File: src/rtl/taint_cache_pkg.sv
package taint_cache_pkg;

  // Controller phases of one lookup.
  typedef enum logic [1:0] {
    ST_IDLE = 2'd0,   // ready for a request
    ST_LOOK = 2'd1,   // entry read back, tag compared
    ST_HOLD = 2'd2,   // hit answer waiting for rsp_ready
    ST_MISS = 2'd3    // handler request open, waiting for fill
  } tc_state_e;

endpackage

File: src/rtl/taint_key_fold.sv
// XOR-folds a key of arbitrary width down to an index.
module taint_key_fold #(
  parameter int KEY_W = 14,
  parameter int IDX_W = 7
) (
  input  logic [KEY_W-1:0] key,
  output logic [IDX_W-1:0] idx
);

  localparam int SLICES = (KEY_W + IDX_W - 1) / IDX_W;
  localparam int PAD_W  = SLICES * IDX_W;

  logic [PAD_W-1:0] padded;
  logic [IDX_W-1:0] acc [SLICES+1];

  assign padded = PAD_W'(key);
  assign acc[0] = '0;

  for (genvar s = 0; s < SLICES; s++) begin : g_slice
    assign acc[s+1] = acc[s] ^ padded[s*IDX_W +: IDX_W];
  end

  assign idx = acc[SLICES];

endmodule

File: src/rtl/taint_entry_store.sv
// Entry array: flushable valid bits plus tag/answer words, registered read.
module taint_entry_store #(
  parameter int DEPTH  = 128,
  parameter int IDX_W  = 7,
  parameter int WORD_W = 17
) (
  input  logic              clk,
  input  logic              rst_n,
  input  logic              flush,
  input  logic              rd_en,
  input  logic [IDX_W-1:0]  rd_idx,
  input  logic              wr_en,
  input  logic [IDX_W-1:0]  wr_idx,
  input  logic [WORD_W-1:0] wr_word,
  output logic              rd_valid_q,
  output logic [WORD_W-1:0] rd_word_q
);

  logic [DEPTH-1:0]  valid_q;
  logic [WORD_W-1:0] mem_q [DEPTH];

  // Flush wins over a simultaneous write.
  always_ff @(posedge clk) begin
    if (!rst_n) begin
      valid_q <= '0;
    end else if (flush) begin
      valid_q <= '0;
    end else if (wr_en) begin
      valid_q[wr_idx] <= 1'b1;
    end
  end

  always_ff @(posedge clk) begin
    if (wr_en && !flush) begin
      mem_q[wr_idx] <= wr_word;
    end
  end

  // Read captures the state before any flush or write on the same edge.
  always_ff @(posedge clk) begin
    if (!rst_n) begin
      rd_valid_q <= 1'b0;
    end else if (rd_en) begin
      rd_valid_q <= valid_q[rd_idx];
    end
  end

  always_ff @(posedge clk) begin
    if (rd_en) begin
      rd_word_q <= mem_q[rd_idx];
    end
  end

endmodule

File: src/rtl/taint_cache_ctrl.sv
// Lookup sequencer: accept, compare, answer or call the handler.
module taint_cache_ctrl
  import taint_cache_pkg::*;
(
  input  logic clk,
  input  logic rst_n,
  input  logic req_valid,
  input  logic rsp_ready,
  input  logic fill_valid,
  input  logic flush,
  input  logic entry_match,
  output logic req_ready,
  output logic rsp_valid,
  output logic fill_ready,
  output logic hreq_valid,
  output logic rsp_from_fill,
  output logic rd_en,
  output logic wr_en
);

  tc_state_e state_q, state_d;
  logic      kill_q;
  logic      look_hit;

  always_comb begin
    req_ready     = (state_q == ST_IDLE);
    rd_en         = req_ready && req_valid;
    look_hit      = (state_q == ST_LOOK) && entry_match && !kill_q;
    hreq_valid    = (state_q == ST_MISS);
    rsp_from_fill = hreq_valid;
    fill_ready    = hreq_valid && rsp_ready;
    wr_en         = fill_valid && fill_ready;
    rsp_valid     = look_hit || (state_q == ST_HOLD) || (hreq_valid && fill_valid);
  end

  always_comb begin
    state_d = state_q;
    unique case (state_q)
      ST_IDLE: if (rd_en) state_d = ST_LOOK;
      ST_LOOK: begin
        if (look_hit) state_d = rsp_ready ? ST_IDLE : ST_HOLD;
        else          state_d = ST_MISS;
      end
      ST_HOLD: if (rsp_ready) state_d = ST_IDLE;
      ST_MISS: if (wr_en) state_d = ST_IDLE;
      default: state_d = ST_IDLE;
    endcase
  end

  always_ff @(posedge clk) begin
    if (!rst_n) begin
      state_q <= ST_IDLE;
      kill_q  <= 1'b0;
    end else begin
      state_q <= state_d;
      // The read that races a flush on the same edge must not hit.
      if (rd_en) kill_q <= flush;
    end
  end

endmodule

File: src/rtl/taint_result_cache.sv
module taint_result_cache #(
  parameter int OPC_W   = 8,
  parameter int ST_W    = 2,
  parameter int ENTRIES = 128
) (
  input  logic             clk,
  input  logic             rst_n,
  input  logic             handler_ptr_wr,
  input  logic             req_valid,
  output logic             req_ready,
  input  logic [OPC_W-1:0] req_opcode,
  input  logic [ST_W-1:0]  req_src1,
  input  logic [ST_W-1:0]  req_src2,
  input  logic [ST_W-1:0]  req_mem,
  output logic             rsp_valid,
  input  logic             rsp_ready,
  output logic [ST_W-1:0]  rsp_state,
  output logic             rsp_exc,
  output logic             hreq_valid,
  output logic [OPC_W-1:0] hreq_opcode,
  output logic [ST_W-1:0]  hreq_src1,
  output logic [ST_W-1:0]  hreq_src2,
  output logic [ST_W-1:0]  hreq_mem,
  input  logic             fill_valid,
  output logic             fill_ready,
  input  logic [ST_W-1:0]  fill_state,
  input  logic             fill_exc
);

  localparam int IDX_W  = $clog2(ENTRIES);
  localparam int KEY_W  = OPC_W + 3 * ST_W;
  localparam int DATA_W = ST_W + 1;
  localparam int WORD_W = KEY_W + DATA_W;

  logic [KEY_W-1:0]  req_key, key_q, rd_tag;
  logic [IDX_W-1:0]  req_idx, key_idx;
  logic [WORD_W-1:0] rd_word;
  logic [ST_W-1:0]   rd_state;
  logic              rd_exc, rd_valid;
  logic              entry_match, rsp_from_fill, rd_en, wr_en;

  assign req_key = {req_opcode, req_src1, req_src2, req_mem};

  taint_key_fold #(.KEY_W(KEY_W), .IDX_W(IDX_W)) u_fold_req (
    .key (req_key),
    .idx (req_idx)
  );

  taint_key_fold #(.KEY_W(KEY_W), .IDX_W(IDX_W)) u_fold_held (
    .key (key_q),
    .idx (key_idx)
  );

  always_ff @(posedge clk) begin
    if (!rst_n) key_q <= '0;
    else if (rd_en) key_q <= req_key;
  end

  taint_entry_store #(.DEPTH(ENTRIES), .IDX_W(IDX_W), .WORD_W(WORD_W)) u_store (
    .clk        (clk),
    .rst_n      (rst_n),
    .flush      (handler_ptr_wr),
    .rd_en      (rd_en),
    .rd_idx     (req_idx),
    .wr_en      (wr_en),
    .wr_idx     (key_idx),
    .wr_word    ({key_q, fill_state, fill_exc}),
    .rd_valid_q (rd_valid),
    .rd_word_q  (rd_word)
  );

  assign {rd_tag, rd_state, rd_exc} = rd_word;
  assign entry_match = rd_valid && (rd_tag == key_q);

  taint_cache_ctrl u_ctrl (
    .clk           (clk),
    .rst_n         (rst_n),
    .req_valid     (req_valid),
    .rsp_ready     (rsp_ready),
    .fill_valid    (fill_valid),
    .flush         (handler_ptr_wr),
    .entry_match   (entry_match),
    .req_ready     (req_ready),
    .rsp_valid     (rsp_valid),
    .fill_ready    (fill_ready),
    .hreq_valid    (hreq_valid),
    .rsp_from_fill (rsp_from_fill),
    .rd_en         (rd_en),
    .wr_en         (wr_en)
  );

  assign rsp_state = rsp_from_fill ? fill_state : rd_state;
  assign rsp_exc   = rsp_from_fill ? fill_exc   : rd_exc;

  assign {hreq_opcode, hreq_src1, hreq_src2, hreq_mem} = key_q;

endmodule

File: config.mk
export PLATFORM = sky130hd
export DESIGN_NAME = taint_result_cache
export DESIGN_NICKNAME = d
export VERILOG_FILES = /design/src/rtl/taint_cache_pkg.sv /design/src/rtl/taint_key_fold.sv /design/src/rtl/taint_entry_store.sv /design/src/rtl/taint_cache_ctrl.sv /design/src/rtl/taint_result_cache.sv
export SDC_FILE = /design/constraint.sdc
export NUM_CORES = 2
export LEC_CHECK = 0
export BUFFER_PORTS_ARGS = -buffer_cell sky130_fd_sc_hd__clkbuf_2
export CORE_MARGIN = 2
export CORE_UTILIZATION = 40
export DETAILED_ROUTE_END_ITERATION = 16
export PLACE_DENSITY = 0.59
export SETUP_SLACK_MARGIN = 0.05
export SYNTH_ARGS = -nofsm -noshare
export SYNTH_HDL_FRONTEND = slang
export SYNTH_SLANG_ARGS = --single-unit
File: constraint.sdc
create_clock -name clk -period 5.1 [get_ports clk]
set_input_delay 0.51 -clock clk [delete_from_list [all_inputs] [get_ports clk]]
set_output_delay 0.51 -clock clk [all_outputs]
set_load 0.01 [all_outputs]
# Word-level counts from Yosys, hierarchy flattened
# Memory sizes are Yosys's and may differ from the RTL's. A register that Yosys moved wholly into a read port is not among the register bits.
# Cells that the tools add are included.
# totals
elab_cells,50
memories,1
register_bits,146
mem_bits_rw,2176
output_inout_bits,21
# op_classes
reduce_logical,16
eq_ne,7
n_bitwise,4
mux,14
magnitude_cmp,3
# memory_table
name,words,width,read_ports,rd_clocked_by_memory_dff,wr,line_no,source
u_store.mem_q,128,17,1,1,1,taint_entry_store.sv:20,logic [WORD_W-1:0] mem_q [DEPTH];
# op_table
op,n
$or A128 B128 Y128,1
$lt A7 B8 Y1 const B,2
$eq A14 B14 Y1,1
$xor A7 B7 Y7,2
$mux W2,6
$logic_and A1 B1 Y1,9
$pmux W2 S4,1
$bmux W1 S7,1
$demux W1 S7,1
$ge A7 B1 Y1 const B,1
$mux W1,5
$eq A2 B2 Y1 const B,2
$ne A2 B1 Y1 const B,2
$reduce_and A3 Y1,1
$eq A2 B1 Y1 const B,1
$logic_not A1 Y1,2
$logic_not A2 Y1,1
$logic_or A1 B1 Y1,2
$ne A2 B2 Y1 const B,1
$reduce_or A2 Y1,1
$not A1 Y1,1

# Depth between registers and ports, before layout
# logic_depth
ltp_word,6
mapped_depth,10
depth_no_buf,7

# By module
# Synthesis repeated with hierarchy kept, for this count alone.
# unflattened
hier_cells,3958
area_unflattened_um2,89375.7
# by_module_without_submodules
module,cells_each,instances,area_each_um2,seq_area_each_um2
taint_entry_store,3853,1,88304.7,68435.6
taint_result_cache,67,1,730.7,280.3
taint_cache_ctrl,24,1,217.7,60.1
taint_key_fold,7,2,61.3,0.0

# Worst setup path after synthesis
# No wires, ideal clock.
# synth_timing
path_type,register -> register
from,reg key_q[1]
to,"mem u_store.mem_q[98][0], enable pin"
setup_time_ps,391
stages_incl_launch_ff,6
n_path_buf,2
required_time_ps,4709
synth_period_minus_slack_ps,4472
path_slack_ps,628
arrival_ps,4082
cell_sequence,dfxtp_1 -> xnor2_1 -> or3_1 -> clkbuf_1 -> clkbuf_1 -> nor2_1
# synth_via
elab_chain_len,1
# synth_lines
item,line_no,source
start: declaration,taint_result_cache.sv:35,"logic [KEY_W-1:0] req_key, key_q, rd_tag;"
start signal: assignment,taint_result_cache.sv:56,else if (rd_en) key_q <= req_key;
$xor A7 B7 Y7,taint_key_fold.sv:20,assign acc[s+1] = acc[s] ^ padded[s*IDX_W +: IDX_W];
end: declaration,taint_entry_store.sv:20,
# Every way passes these cells.

# Worst setup path after layout
# layout_timing
from,reg key_q[4]
to,out rsp_valid
# layout_via
elab_chain_len,6
# layout_lines
item,line_no,source
$eq A14 B14 Y1,taint_result_cache.sv:73,assign entry_match = rd_valid && (rd_tag == key_q);
$logic_and A1 B1 Y1,taint_result_cache.sv:73,
$logic_and A1 B1 Y1 (2 in series),taint_cache_ctrl.sv:28,look_hit = (state_q == ST_LOOK) && entry_match && !kill_q;
$logic_or A1 B1 Y1 (2 in series),taint_cache_ctrl.sv:33,rsp_valid = look_hit || (state_q == ST_HOLD) || (hreq_valid && fill_valid);
end: declaration,taint_result_cache.sv:15,"output logic rsp_valid,"
# Every way passes these cells.

==> results.md <==
- Internal power comes to 0.0314 W.
- The worst path needs 4630 ps of the cycle, external delays included.
- After detailed routing, the average wire length per cell comes to 30.9 um.
- In the layout the commonest cells are 2193 x sky130_fd_sc_hd__edfxtp_1, 700 x sky130_fd_sc_hd__mux4_2, 231 x sky130_fd_sc_hd__clkbuf_16.
- The data arrival at the endpoint of the critical path is 4120 ps.
- Fill cells in the final layout number 18.4k.
- The detailed router finished its first iteration with 5885 violations.
- After the flow finishes, the layout carries non-filler instances totaling 7539.
- For this design the static power due to leakage is 30.8 nW.
- The final-report setup violation count is 0.
- The number of buffers inserted during clock tree synthesis is 229.
- The total length of routed wires is 233000 um.
- The count of H-tree levels built during CTS is 4.
- The cell chosen for the clock root is sky130_fd_sc_hd__clkbuf_16.
- The worst setup margin is 466 ps.
- The terminus of the critical flop-to-flop path is u_store.mem_q[126][1].
- The number of nets in the finished design is 4391.
- Of the cells placed in the final design, the portion with a size suffix greater than 1 is 0.313.
- The power dissipated by switching net loads is 0.00923 W.
- The worst setup path is launched from a flip-flop.
- The data required time at the worst endpoint is 4590 ps.
- The pin count of the biggest net entering global routing is 133.
- The number of global-route vias before repair is 43.3k.
- The die is 476 um wide.
- After legalization and detailed placement, the total HPWL measured 132000 um.
- The share of the Yosys chip area taken by registers is 0.771.
- The count of cells along the worst register-to-register path is 7.
- Counting flops with a built-in enable in the synthesized netlist gives 2193.
- The maximum root-to-sink buffer count is 3.
- The count of maximum capacitance violations is 0.
- The die is 476 um tall.
- At the pin with the least slew margin, the transition time is 1430 ps.
- The number of nets in the synthesized netlist is 4047.
- Of the total power, registers draw 0.521.
- In the routed design, unresolved DRC markers number 0.
- The max-slew violation count is 0.
- Detailed routing inserted a total of 43.4k vias.
- The starting density of the core is 0.402.
- The die covers 0.227 sq mm.
- In this run, placement finished with an instance count of 7095.
- TritonCTS built the clock tree.
- The overflow left after global routing is 0.
- In this run the critical register-to-register path is launched from u_ctrl.state_q[1].
- After detailed placement, the total cell area comes to 0.0951 sq mm.
- The worst slack after detailed placement is 662 ps.
- Measured against its own limit, the worst slew margin works out to 0.0467.
- The endpoint with the worst hold slack is u_ctrl.state_q[0].
- The first global-routing pass estimated 330000 um of wire.
- The post-layout total power is 0.0406 W.
- The share of total power dissipated in combinational logic is 0.081.
- The core footprint is 0.222 sq mm.
- The endpoint type of the worst setup path is a primary output.
- The share of the cycle needed by the critical path after routing is 0.909.
- The register clock-pin slew on the reported worst setup and hold paths is 60 ps.
- The weighted congestion reported at the end of routability-driven placement is 0.812.
- The port buffer count is 43.
- The clock network latency to the later pin of the worst-skew pair is 870 ps.
- Between clock sinks in the finished design, the worst skew comes to 59.0 ps.
- Setup repair after global routing left no endpoint under its margin.
- During synthesis, Yosys emitted a total of 0 warnings.
- The path type of the worst setup path is reg -> out.
- The residual antenna-violating net count after detailed routing is 0.
- The min-delay analysis places its worst path in the category in -> reg.
- The hold-critical path depth is 4.
- In the synthesized netlist the async set-or-reset flop fraction comes to 0.
- The mean number of vias per cell is 5.76.
- In this run the cell area of the synthesized design comes to 0.0892 sq mm.
- The peak clock frequency supported by timing is 216 MHz.
- The I/O pin total is 44.
- The post-synthesis to final-layout area growth is 14.7%.
- The maximum fanout along the worst path is 83.
- The row count is 173.
- The number of buffers inserted to repair setup after CTS is 0.
- The total negative setup slack is 0 ps.
- The switching power share of the total is 0.227.
- The number of optimization iterations in the first detailed-route pass is 6.
- The number of hold-slack violations in the final timing report came to 0.
- The worst ir drop on vdd is 0.000383 V.
- The worst hold path begins at req_valid.
- The finished cells cover 0.102 sq mm.
- Leaving out fill and tap cells, the most frequent cell in the layout is sky130_fd_sc_hd__edfxtp_1.
- After synthesis, the netlist uses 41 different library cells.
- The clock drives 2339 sinks.
- The reg-to-reg setup timing slack is 1590 ps.
- The flow ran to the end, and the final reports show no timing, DRC or antenna violations.
- After synthesis, the mean cell area works out to 22.2 sq um.
- The number of antenna violations at the first check in global routing was 9.
- The instance count of the mapped netlist is 4024.
- The clock group share of total power is 0.398.
- The number of storage elements in the synthesis netlist is 2339.
- For this run, the leading register cell type out of synthesis is sky130_fd_sc_hd__edfxtp_1.
- For this design the ratio of total power to cell area is 397 mW/mm^2.
- In the global route stage, overall resource usage came out at 0.203.
critical path, cell delays in order, from the launching register on:
cell                       delay, ps
sky130_fd_sc_hd__dfxtp_4         700
sky130_fd_sc_hd__buf_4           870
sky130_fd_sc_hd__xnor2_1         290
sky130_fd_sc_hd__nand4_1         250
sky130_fd_sc_hd__nor3_2          710
sky130_fd_sc_hd__a21o_1          190
sky130_fd_sc_hd__clkbuf_2        140
worst max path at each step:
stage	endpoint	startpoint	depth (start not counted)	slack, ps
finish	rsp_valid	key_q[4]	6	470
floorplan	u_store.mem_q[98][0]	key_q[1]	5	630
global route	rsp_valid	key_q[4]	6	260
CTS	rsp_valid	key_q[4]	6	360
detailed placement	u_store.rd_word_q[3]	req_mem[0]	7	660
global placement	u_store.rd_word_q[3]	req_mem[0]	7	660
synth_stat cells (3+ instances only):
cell type / n / area share
sky130_fd_sc_hd__mux2i_1: 5 / 0.00056
sky130_fd_sc_hd__dfxtp_1: 146 / 0.033
sky130_fd_sc_hd__o22ai_1: 69 / 0.0048
sky130_fd_sc_hd__buf_2: 83 / 0.0047
sky130_fd_sc_hd__a32oi_1: 5 / 0.00049
sky130_fd_sc_hd__nand2_1: 118 / 0.0050
sky130_fd_sc_hd__nor4_1: 18 / 0.0013
sky130_fd_sc_hd__mux4_2: 700 / 0.18
sky130_fd_sc_hd__clkbuf_1: 103 / 0.0043
sky130_fd_sc_hd__xor2_1: 18 / 0.0018
sky130_fd_sc_hd__nor2_1: 304 / 0.013
sky130_fd_sc_hd__nor3_1: 4 / 0.00022
sky130_fd_sc_hd__a21oi_1: 129 / 0.0072
sky130_fd_sc_hd__xnor2_1: 23 / 0.0023
sky130_fd_sc_hd__edfxtp_1: 2193 / 0.74
sky130_fd_sc_hd__mux2_2: 4 / 0.00050
sky130_fd_sc_hd__nand3_1: 20 / 0.0011
sky130_fd_sc_hd__buf_4: 3 / 0.00025
sky130_fd_sc_hd__or3_1: 8 / 0.00056
sky130_fd_sc_hd__a21boi_0: 15 / 0.0013
sky130_fd_sc_hd__buf_1: 20 / 0.00084
sky130_fd_sc_hd__nand4_1: 9 / 0.00063
metrics by stage:
stage	utilization	hold slack, ps
finish	0.461	110
global route	0.461	87.2
CTS	0.461	32.3
detailed placement	0.428	454
global placement	0.428	442
floorplan	-	431
flip-flops by register name, summed over array words and instances (netlist names):
signal,cells
key_q,14
u_ctrl.kill_q,1
u_ctrl.state_q,2
u_store.mem_q,2176
u_store.rd_valid_q,1
u_store.rd_word_q,17
u_store.valid_q,128
per-layer routing:
layer	vias to the layer above	share of wire	GRT usage	wire, um
li1	17600	-	-	-
met1	23600	0.42	0.298	98200
met2	1879	0.48	0.319	111000
met3	286	0.079	0.0321	18500
met4	2	0.023	0.0527	5310
met5	-	0.000056	0	13
power by group through the flow:
stage          Combinational (W)  Sequential [W]  Clock (W)
2_1_floorplan            0.00189          0.0217          0
6_report                 0.00330          0.0212     0.0162
5_1_grt                  0.00345          0.0212     0.0172
3_3_place_gp             0.00330          0.0216          0
4_1_cts                  0.00333          0.0212     0.0165
3_5_place_dp             0.00332          0.0216          0
kinds of logic after synthesis:
kind of cell,Yosys count,synth area share
buffers and inverters,211,0.0102
XOR/XNOR,42,0.00421
AO/OA/AOI/OAI,235,0.0153
multiplexers,709,0.178
flip-flops,2339,0.771
AND/OR/NAND/NOR,488,0.0220
layout make-up:
class	count	area, sq um	area share
multi-input combinational	1474	19900	0.194
clock inverter	130	1100	0.0107
clock buffer	293	6020	0.0588
antenna	4	10.0	0.0000978
tap	2975	3720	0.0364
inverter	2	7.51	0.0000733
sequential	2339	68800	0.672
timing repair buffer	322	2800	0.0273
repair_timing:
item,in CTS,in global routing
setup endpoints to repair,1,0
hold buffers,16,0
gates resized for setup,1,0
hold endpoints to repair,29,0
No activity file was read; power rests on OpenSTA's default activity.
